$ cat src/rtl/dps_pkg.sv
package dps_pkg;

    localparam logic [11:0] OFS_PEND  = 12'h070;
    localparam logic [11:0] OFS_CMD   = 12'h120;
    localparam logic [11:0] OFS_BUSY  = 12'h128;
    localparam logic [11:0] OFS_DSTAT = 12'h200;
    localparam logic [11:0] OFS_DCTL  = 12'h304;
    localparam logic [11:0] OFS_MSTAT = 12'h800;
    localparam logic [11:0] OFS_MCTL  = 12'hA00;

    localparam int ST_W       = 5;
    localparam int ACK_BIT    = 8;
    localparam int ON_BIT     = 0;
    localparam int GOOD_BIT   = 1;

    typedef logic [ST_W-1:0] mstate_t;

    typedef enum logic [1:0] {
        SEQ_IDLE,
        SEQ_WAIT_PWR,
        SEQ_SETTLE
    } seq_t;

    typedef struct packed {
        logic cmd;
        logic dctl;
        logic ack;
        logic mctl;
    } wr_strobe_t;

    function automatic logic arr_hit(input logic [11:0] a, input logic [11:0] base, input int n);
        return (a[1:0] == 2'b00) &&
               (int'(a[11:2]) >= int'(base[11:2])) &&
               (int'(a[11:2]) <  int'(base[11:2]) + n);
    endfunction

    function automatic int arr_idx(input logic [11:0] a, input logic [11:0] base);
        return int'(a[11:2]) - int'(base[11:2]);
    endfunction

endpackage

$ cat src/rtl/dps_bus_decode.sv
module dps_bus_decode
    import dps_pkg::*;
#(
    parameter int N_MOD  = 4,
    parameter int DOM_ID = 1,
    localparam int IDX_W = (N_MOD > 1) ? $clog2(N_MOD) : 1
) (
    input  logic             bus_wr,
    input  logic [11:0]      bus_addr,
    input  logic [31:0]      bus_wdata,
    output wr_strobe_t       stb,
    output logic [IDX_W-1:0] mod_idx
);

    always_comb begin
        stb      = '0;
        stb.cmd  = bus_wr && (bus_addr == OFS_CMD) && bus_wdata[DOM_ID];
        stb.dctl = bus_wr && (bus_addr == OFS_DCTL);
        stb.ack  = stb.dctl && bus_wdata[ACK_BIT];
        stb.mctl = bus_wr && arr_hit(bus_addr, OFS_MCTL, N_MOD);
        mod_idx  = IDX_W'(arr_idx(bus_addr, OFS_MCTL));
    end

endmodule

$ cat src/rtl/dps_module_bank.sv
module dps_module_bank
    import dps_pkg::*;
#(
    parameter int N_MOD  = 4,
    localparam int IDX_W = (N_MOD > 1) ? $clog2(N_MOD) : 1
) (
    input  logic                       clk,
    input  logic                       rst,
    input  logic                       wr_en,
    input  logic [IDX_W-1:0]           wr_idx,
    input  mstate_t                    wr_data,
    input  logic                       apply,
    output logic [N_MOD-1:0][ST_W-1:0] nxt,
    output logic [N_MOD-1:0][ST_W-1:0] cur
);

    for (genvar i = 0; i < N_MOD; i++) begin : g_mod
        always_ff @(posedge clk) begin
            if (rst) begin
                nxt[i] <= '0;
                cur[i] <= '0;
            end else begin
                if (apply)
                    cur[i] <= nxt[i];
                if (wr_en && (wr_idx == IDX_W'(i)))
                    nxt[i] <= wr_data;
            end
        end

        assert_hold_R2: assert property (@(posedge clk) disable iff (rst)
            !apply |=> $stable(cur[i]));

        assert_apply_R3: assert property (@(posedge clk) disable iff (rst)
            apply |=> (cur[i] == $past(nxt[i])));
    end

endmodule

$ cat src/rtl/dps_domain_seq.sv
module dps_domain_seq
    import dps_pkg::*;
#(
    parameter int SETTLE = 4,
    localparam int CNT_W = (SETTLE > 1) ? $clog2(SETTLE) : 1,
    localparam logic [CNT_W-1:0] LAST = CNT_W'(SETTLE - 1)
) (
    input  logic clk,
    input  logic rst,
    input  logic cmd,
    input  logic ack,
    input  logic req_on,
    output logic busy,
    output logic pending,
    output logic dom_on,
    output logic apply
);

    seq_t             state;
    logic [CNT_W-1:0] cnt;
    logic             tgt_on;

    always_ff @(posedge clk) begin
        if (rst) begin
            state   <= SEQ_IDLE;
            cnt     <= '0;
            pending <= 1'b0;
            dom_on  <= 1'b0;
            tgt_on  <= 1'b0;
        end else begin
            case (state)
                SEQ_IDLE: begin
                    if (cmd) begin
                        tgt_on <= req_on;
                        cnt    <= '0;
                        if (!dom_on && req_on) begin
                            state   <= SEQ_WAIT_PWR;
                            pending <= 1'b1;
                        end else begin
                            state <= SEQ_SETTLE;
                        end
                    end
                end
                SEQ_WAIT_PWR: begin
                    if (ack) begin
                        pending <= 1'b0;
                        dom_on  <= 1'b1;
                        cnt     <= '0;
                        state   <= SEQ_SETTLE;
                    end
                end
                SEQ_SETTLE: begin
                    if (cnt == LAST) begin
                        state <= SEQ_IDLE;
                        if (!tgt_on)
                            dom_on <= 1'b0;
                    end else begin
                        cnt <= cnt + CNT_W'(1);
                    end
                end
                default: state <= SEQ_IDLE;
            endcase
        end
    end

    assign busy  = (state != SEQ_IDLE);
    assign apply = (state == SEQ_SETTLE) && (cnt == LAST);

    assert_reset_R1: assert property (@(posedge clk)
        rst |=> (!busy && !pending && !dom_on));

    assert_start_R3: assert property (@(posedge clk) disable iff (rst)
        (state == SEQ_IDLE && cmd) |=> busy);

    assert_wait_R4: assert property (@(posedge clk) disable iff (rst)
        (state == SEQ_WAIT_PWR && !ack) |=> (pending && !dom_on && state == SEQ_WAIT_PWR));

    assert_ack_R5: assert property (@(posedge clk) disable iff (rst)
        (state == SEQ_WAIT_PWR && ack) |=> (dom_on && !pending && state == SEQ_SETTLE));

    assert_no_handshake_R6: assert property (@(posedge clk) disable iff (rst)
        (state == SEQ_IDLE && cmd && dom_on) |=> !pending);

    assert_no_restart_R7: assert property (@(posedge clk) disable iff (rst)
        (state == SEQ_SETTLE && cnt != LAST) |=> (state == SEQ_SETTLE && cnt == $past(cnt) + CNT_W'(1)));

    assert_power_down_R8: assert property (@(posedge clk) disable iff (rst)
        (apply && !tgt_on) |=> !dom_on);

endmodule

$ cat src/rtl/domain_power_sequencer.sv
module domain_power_sequencer
    import dps_pkg::*;
#(
    parameter int N_MODULES     = 4,
    parameter int SETTLE_CYCLES = 4,
    parameter int DOM_ID        = 1
) (
    input  logic        clk,
    input  logic        rst,
    input  logic        bus_wr,
    input  logic [11:0] bus_addr,
    input  logic [31:0] bus_wdata,
    output logic [31:0] bus_rdata,
    input  logic        ext_pwr_good,
    output logic        ext_pwr_req
);

    localparam int IDX_W = (N_MODULES > 1) ? $clog2(N_MODULES) : 1;

    wr_strobe_t                      stb;
    logic [IDX_W-1:0]                wr_idx;
    logic [N_MODULES-1:0][ST_W-1:0]  nxt;
    logic [N_MODULES-1:0][ST_W-1:0]  cur;
    logic                            busy, pending, dom_on, apply;
    logic                            ctl_on;
    logic [IDX_W-1:0]                rd_idx;

    dps_bus_decode #(.N_MOD(N_MODULES), .DOM_ID(DOM_ID)) i_dec (
        .bus_wr   (bus_wr),
        .bus_addr (bus_addr),
        .bus_wdata(bus_wdata),
        .stb      (stb),
        .mod_idx  (wr_idx)
    );

    dps_module_bank #(.N_MOD(N_MODULES)) i_bank (
        .clk    (clk),
        .rst    (rst),
        .wr_en  (stb.mctl),
        .wr_idx (wr_idx),
        .wr_data(bus_wdata[ST_W-1:0]),
        .apply  (apply),
        .nxt    (nxt),
        .cur    (cur)
    );

    dps_domain_seq #(.SETTLE(SETTLE_CYCLES)) i_seq (
        .clk    (clk),
        .rst    (rst),
        .cmd    (stb.cmd),
        .ack    (stb.ack),
        .req_on (ctl_on),
        .busy   (busy),
        .pending(pending),
        .dom_on (dom_on),
        .apply  (apply)
    );

    always_ff @(posedge clk) begin
        if (rst)
            ctl_on <= 1'b0;
        else if (stb.dctl)
            ctl_on <= bus_wdata[ON_BIT];
    end

    assign ext_pwr_req = pending;

    always_comb begin
        bus_rdata = '0;
        rd_idx    = '0;
        if (bus_addr == OFS_PEND) begin
            bus_rdata[DOM_ID] = pending;
        end else if (bus_addr == OFS_BUSY) begin
            bus_rdata[DOM_ID] = busy;
        end else if (bus_addr == OFS_DSTAT) begin
            bus_rdata[ON_BIT]   = dom_on;
            bus_rdata[GOOD_BIT] = ext_pwr_good;
        end else if (bus_addr == OFS_DCTL) begin
            bus_rdata[ON_BIT] = ctl_on;
        end else if (arr_hit(bus_addr, OFS_MSTAT, N_MODULES)) begin
            rd_idx = IDX_W'(arr_idx(bus_addr, OFS_MSTAT));
            bus_rdata[ST_W-1:0] = cur[rd_idx];
        end else if (arr_hit(bus_addr, OFS_MCTL, N_MODULES)) begin
            rd_idx = IDX_W'(arr_idx(bus_addr, OFS_MCTL));
            bus_rdata[ST_W-1:0] = nxt[rd_idx];
        end
    end

    assert_pend_off_R4: assert property (@(posedge clk) disable iff (rst)
        $rose(ext_pwr_req) |-> !dom_on);

    assert_ack_clears_R5: assert property (@(posedge clk) disable iff (rst)
        $fell(ext_pwr_req) |-> dom_on);

    assert_stray_ack_R9: assert property (@(posedge clk) disable iff (rst)
        (stb.ack && !pending && !dom_on) |=> !dom_on);

endmodule

$ cat config.mk
export PLATFORM = sky130hd
export DESIGN_NAME = domain_power_sequencer
export DESIGN_NICKNAME = d
export VERILOG_FILES = /design/src/rtl/dps_pkg.sv /design/src/rtl/dps_bus_decode.sv /design/src/rtl/dps_module_bank.sv /design/src/rtl/dps_domain_seq.sv /design/src/rtl/domain_power_sequencer.sv
export SDC_FILE = /design/constraint.sdc
export NUM_CORES = 1
export LEC_CHECK = 0
export ABC_AREA = 1
export ABC_CLOCK_PERIOD_IN_PS = 1470
export BUFFER_PORTS_ARGS = -buffer_cell sky130_fd_sc_hd__buf_2
export CORE_ASPECT_RATIO = 0.5
export CORE_MARGIN = 10
export CORE_UTILIZATION = 48
export DETAILED_ROUTE_END_ITERATION = 8
export MAX_ROUTING_LAYER = met4
export PLACE_DENSITY_LB_ADDON = 0.2
export SLEW_MARGIN = 20
export SYNTH_ARGS = -nofsm -noshare
export SYNTH_HDL_FRONTEND = slang
export SYNTH_HIERARCHICAL = 1
export SYNTH_SLANG_ARGS = --single-unit
$ cat constraint.sdc
create_clock -name clk -period 1.47 [get_ports clk]
set_input_delay 0.294 -clock clk [delete_from_list [all_inputs] [get_ports clk]]
set_output_delay 0.294 -clock clk [all_outputs]
set_load 0.02 [all_outputs]
==> impl_metrics.csv <==
group,metric,value,unit
setup_path,arrival,1.42,ns
global_route,grt_max_degree,41,
synth,synth_compound_area_share,13.22,%
timing,grt_setup_unrepaired,"true",
worst_hold_path,hp-class,"in -> reg",
drt,drt_first_pass_iters,4,
timing,hold_violations,0,
finish,diodes,0,
floorplanning,start_util,49.13,%
synth,synth_mux_area_share,0,%
timing,min_period,1.712,ns
synth,yosysTopAreaCell,"dfxtp_1",
floorplanning,io_pins,81,
global_route,grt_pass1_vias,2719,
setup_path,cp_max_fo,5,
global_route,grt_usage,15.62,%
finish,multiInputGateArea,1729,sq um
power,pwr-share-seq,44.9,%
floorplanning,die_w,131.1,um
setup_path,crit_chain,"buf_8, inv_4, nand2_4, nor2_4, inv_2, nor2_4, buf_6, a21oi_2, nor2_2, buf_6",
setup_path,crit_path_start_kind,"input pin",
outcome,outcome,"finished with violations",
clocking,clk_pin_slew_worst_paths,0.07,ns
timing,final.setup.tns,-1.087,ns
drt,viasPerCell,4.641,
clocking,clockBufferDepth,2,
clocking,numCtsBuffers,5,
synth,synth-main-ff-cell,"dfxtp_1",
synth,synth_adder_area_share,0.4223,%
floorplanning,design.core.area,6031,sq um
setup_path,worstSetupPathDepth,10,
place,routabilityCongestion,0.8566,
power,power_frac_comb,13.7,%
synth,synth_top_family_by_area,"simple AND/OR/NAND/NOR gates",
setup_path,cp.required,1.18,ns
synth,synth_xor_area_share,0,%
setup_path,cp_top_family,"simple AND/OR/NAND/NOR gates",
power,switching_share,26.62,%
synth,ys_seq_area_share,32.43,%
outcome,violations,"negative setup slack",
setup_path,reg2reg_depth,7,
timing,maxSlewViolCount,0,
power,pwr_density_cell,749.3,nW/um^2
finish,layout-drive-gt1-share,30.52,%
clocking,cts_max_level,2,
finish,fillerInstances,566,
global_route,antenna_found_initial,0,
synth,post-synth-top-area-fraction,32.43,%
synth,syn_avg_cell_area,6.344,sq um
floorplanning,row_count,20,
place,numPortBuffers,27,
finish,instances_no_fill,622,
timing,min_period_over_period,116.5,%
drt,antenna_left,0,
clocking,root_buffer,"clkbuf_16",
place,dp.cells,610,
setup_path,slowest_stage,"nor2_4",
drt,routed_wl,7668,um
power,finalPower,0.002893,W
clocking,clock-sinks,48,
setup_path,crit_buf_inv,5,
worst_hold_path,hold_path_depth,3,
synth,synth_area_leaders,"dfxtp_1, nand2_1, nor2_1",
place,hpwlAfterDp,5522,um
setup_path,critPathKind,"in -> out",
finish,nets,582,
drt,drtIter0Drc,234,
floorplanning,die_h,75.56,um
setup_path,end_kind,"output pin",
drt,wl_per_cell,12.33,um
power,internal-power,0.002123,W
synth,netlist_instances,467,
timing,setup_viol,5,
finish,final-seq-area,965.9,sq um
synth,synth_edf_count,0,
run,maxCapViolations,0,
power,vdd_ir_drop_max,0.0004422,V
clocking,clk_latency,0.29,ns
timing,clock_skew,0.005242,ns
drt,vias,2887,
synth,ys_async_sr_fraction,0,%
synth,yosys_warnings,6,
synth,synth_cell_type_count,30,
timing,fmax,584.0,MHz
synth,synth-seq-cells,48,
setup_path,slowest_delay,0.19,ns
power,p_sw,0.0007702,W
floorplanning,die_area,9906,sq um
finish,area_growth,30.32,%
global_route,grt_first_pass_wirelength,12540,um
power,clockPowerShare,41.4,%
clocking,cts_tree,"done",
drt,drc,0,
power,leakage,1.868,nW
global_route,gr-total-overflow,0,
synth,synth_simple_gate_area_share,35.01,%
finish,finish.utilization,64.02,%
timing,setup_slack,-0.2423,ns
synth,syn_area,2963,sq um
==> metrics by stage <==
step           area, sq um  setup slack, ns  hold slack (ns)
4_1_cts               3706          -0.2341           0.2673
3_5_place_dp          3387          -0.3750           0.4651
5_1_grt               3861          -0.2989           0.2937
6_report              3861          -0.2423           0.2785
3_3_place_gp          3387          -0.3646           0.4568
2_1_floorplan         3074         -0.03078           0.3631
==> Yosys cell counts (6+ instances only) <==
library cell	count
nand2_1	93
nor2_1	82
inv_1	62
dfxtp_1	48
a21oi_1	34
buf_4	31
o21ai_0	28
nand3_1	24
nor2_2	9
buf_2	7
inv_2	6
o21ai_1	6
==> placed cells by master, fill, tap and decap left out, types with 17 or more instances in the layout <==
master / netlist / routed
buf_4: 31 / 37
nor2_2: 9 / 17
nand2_1: 93 / 81
dfxtp_1: 48 / 44
nand3_1: 24 / 21
o21ai_0: 28 / 26
a21oi_1: 34 / 29
conb_1: 1 / 27
nor2_1: 82 / 70
inv_1: 62 / 53
==> timing repair <==
action / 4_1_cts / 5_1_grt
gates resized for setup: 53 / 35
setup endpoints to repair: 5 / 40
setup buffers: 0 / 4
hold buffers: 0 / 0
pin swaps: 15 / 16
==> flip-flops by register name, summed over array words and instances (netlist names) <==
signal	flops
i_seq/cnt	2
i_seq/state	2
i_seq/pending	1
ctl_on	1
i_seq/tgt_on	1
i_bank/nxt	20
i_seq/dom_on	1
i_bank/cur	20
==> per-layer routing <==
layer | up-vias | routed length (um) | GRT usage, %
met5 | - | 0 | -
met4 | 0 | 89 | 3.960
met3 | 7 | 587 | 4.276
met2 | 78 | 3309 | 25.06
met1 | 1268 | 3681 | 19.34
li1 | 1534 | - | -
==> cell families after synthesis <==
group / Yosys count
simple gates: 232
buf+inv: 110
compound gates: 75
flops: 48
fa+ha+maj: 1
other cells: 1
==> power groups by stage <==
| stage | logic (W) | clock network, W | registers (W) |
|---|---|---|---|
| finish | 0.000397 | 0.00120 | 0.00130 |
| global route | 0.000431 | 0.00128 | 0.00130 |
| CTS | 0.000366 | 0.00122 | 0.00130 |
| detailed placement | 0.000336 | 0 | 0.00133 |
| global placement | 0.000336 | 0 | 0.00133 |
| floorplan | 0.000252 | 0 | 0.00133 |
==> area by class of cell <==
cell class / count / area share, %
timing repair buffer: 74 / 16.27
clock inverter: 2 / 0.3889
clock buffer: 6 / 3.597
sequential: 48 / 25.02
inverter: 69 / 7.097
multi-input combinational: 335 / 44.78
tap: 88 / 2.852
==> tightest hold or removal path, stage by stage <==
cell and delay (ns):
buf_2 0.11, nor2_1 0.05, nor2_1 0.08
==> final timing paths <==
check | start | endpoint | slack (ns)
max | bus_addr[7] | bus_rdata[2] | -0.24
min | bus_wdata[2] | i_bank/nxt[7] | 0.28
max reg2reg | i_seq/cnt[0] | i_bank/cur[0] | 0.16
min reg2reg | i_bank/nxt[11] | i_bank/cur[11] | 0.46
Power figures use the tool's default switching activity.
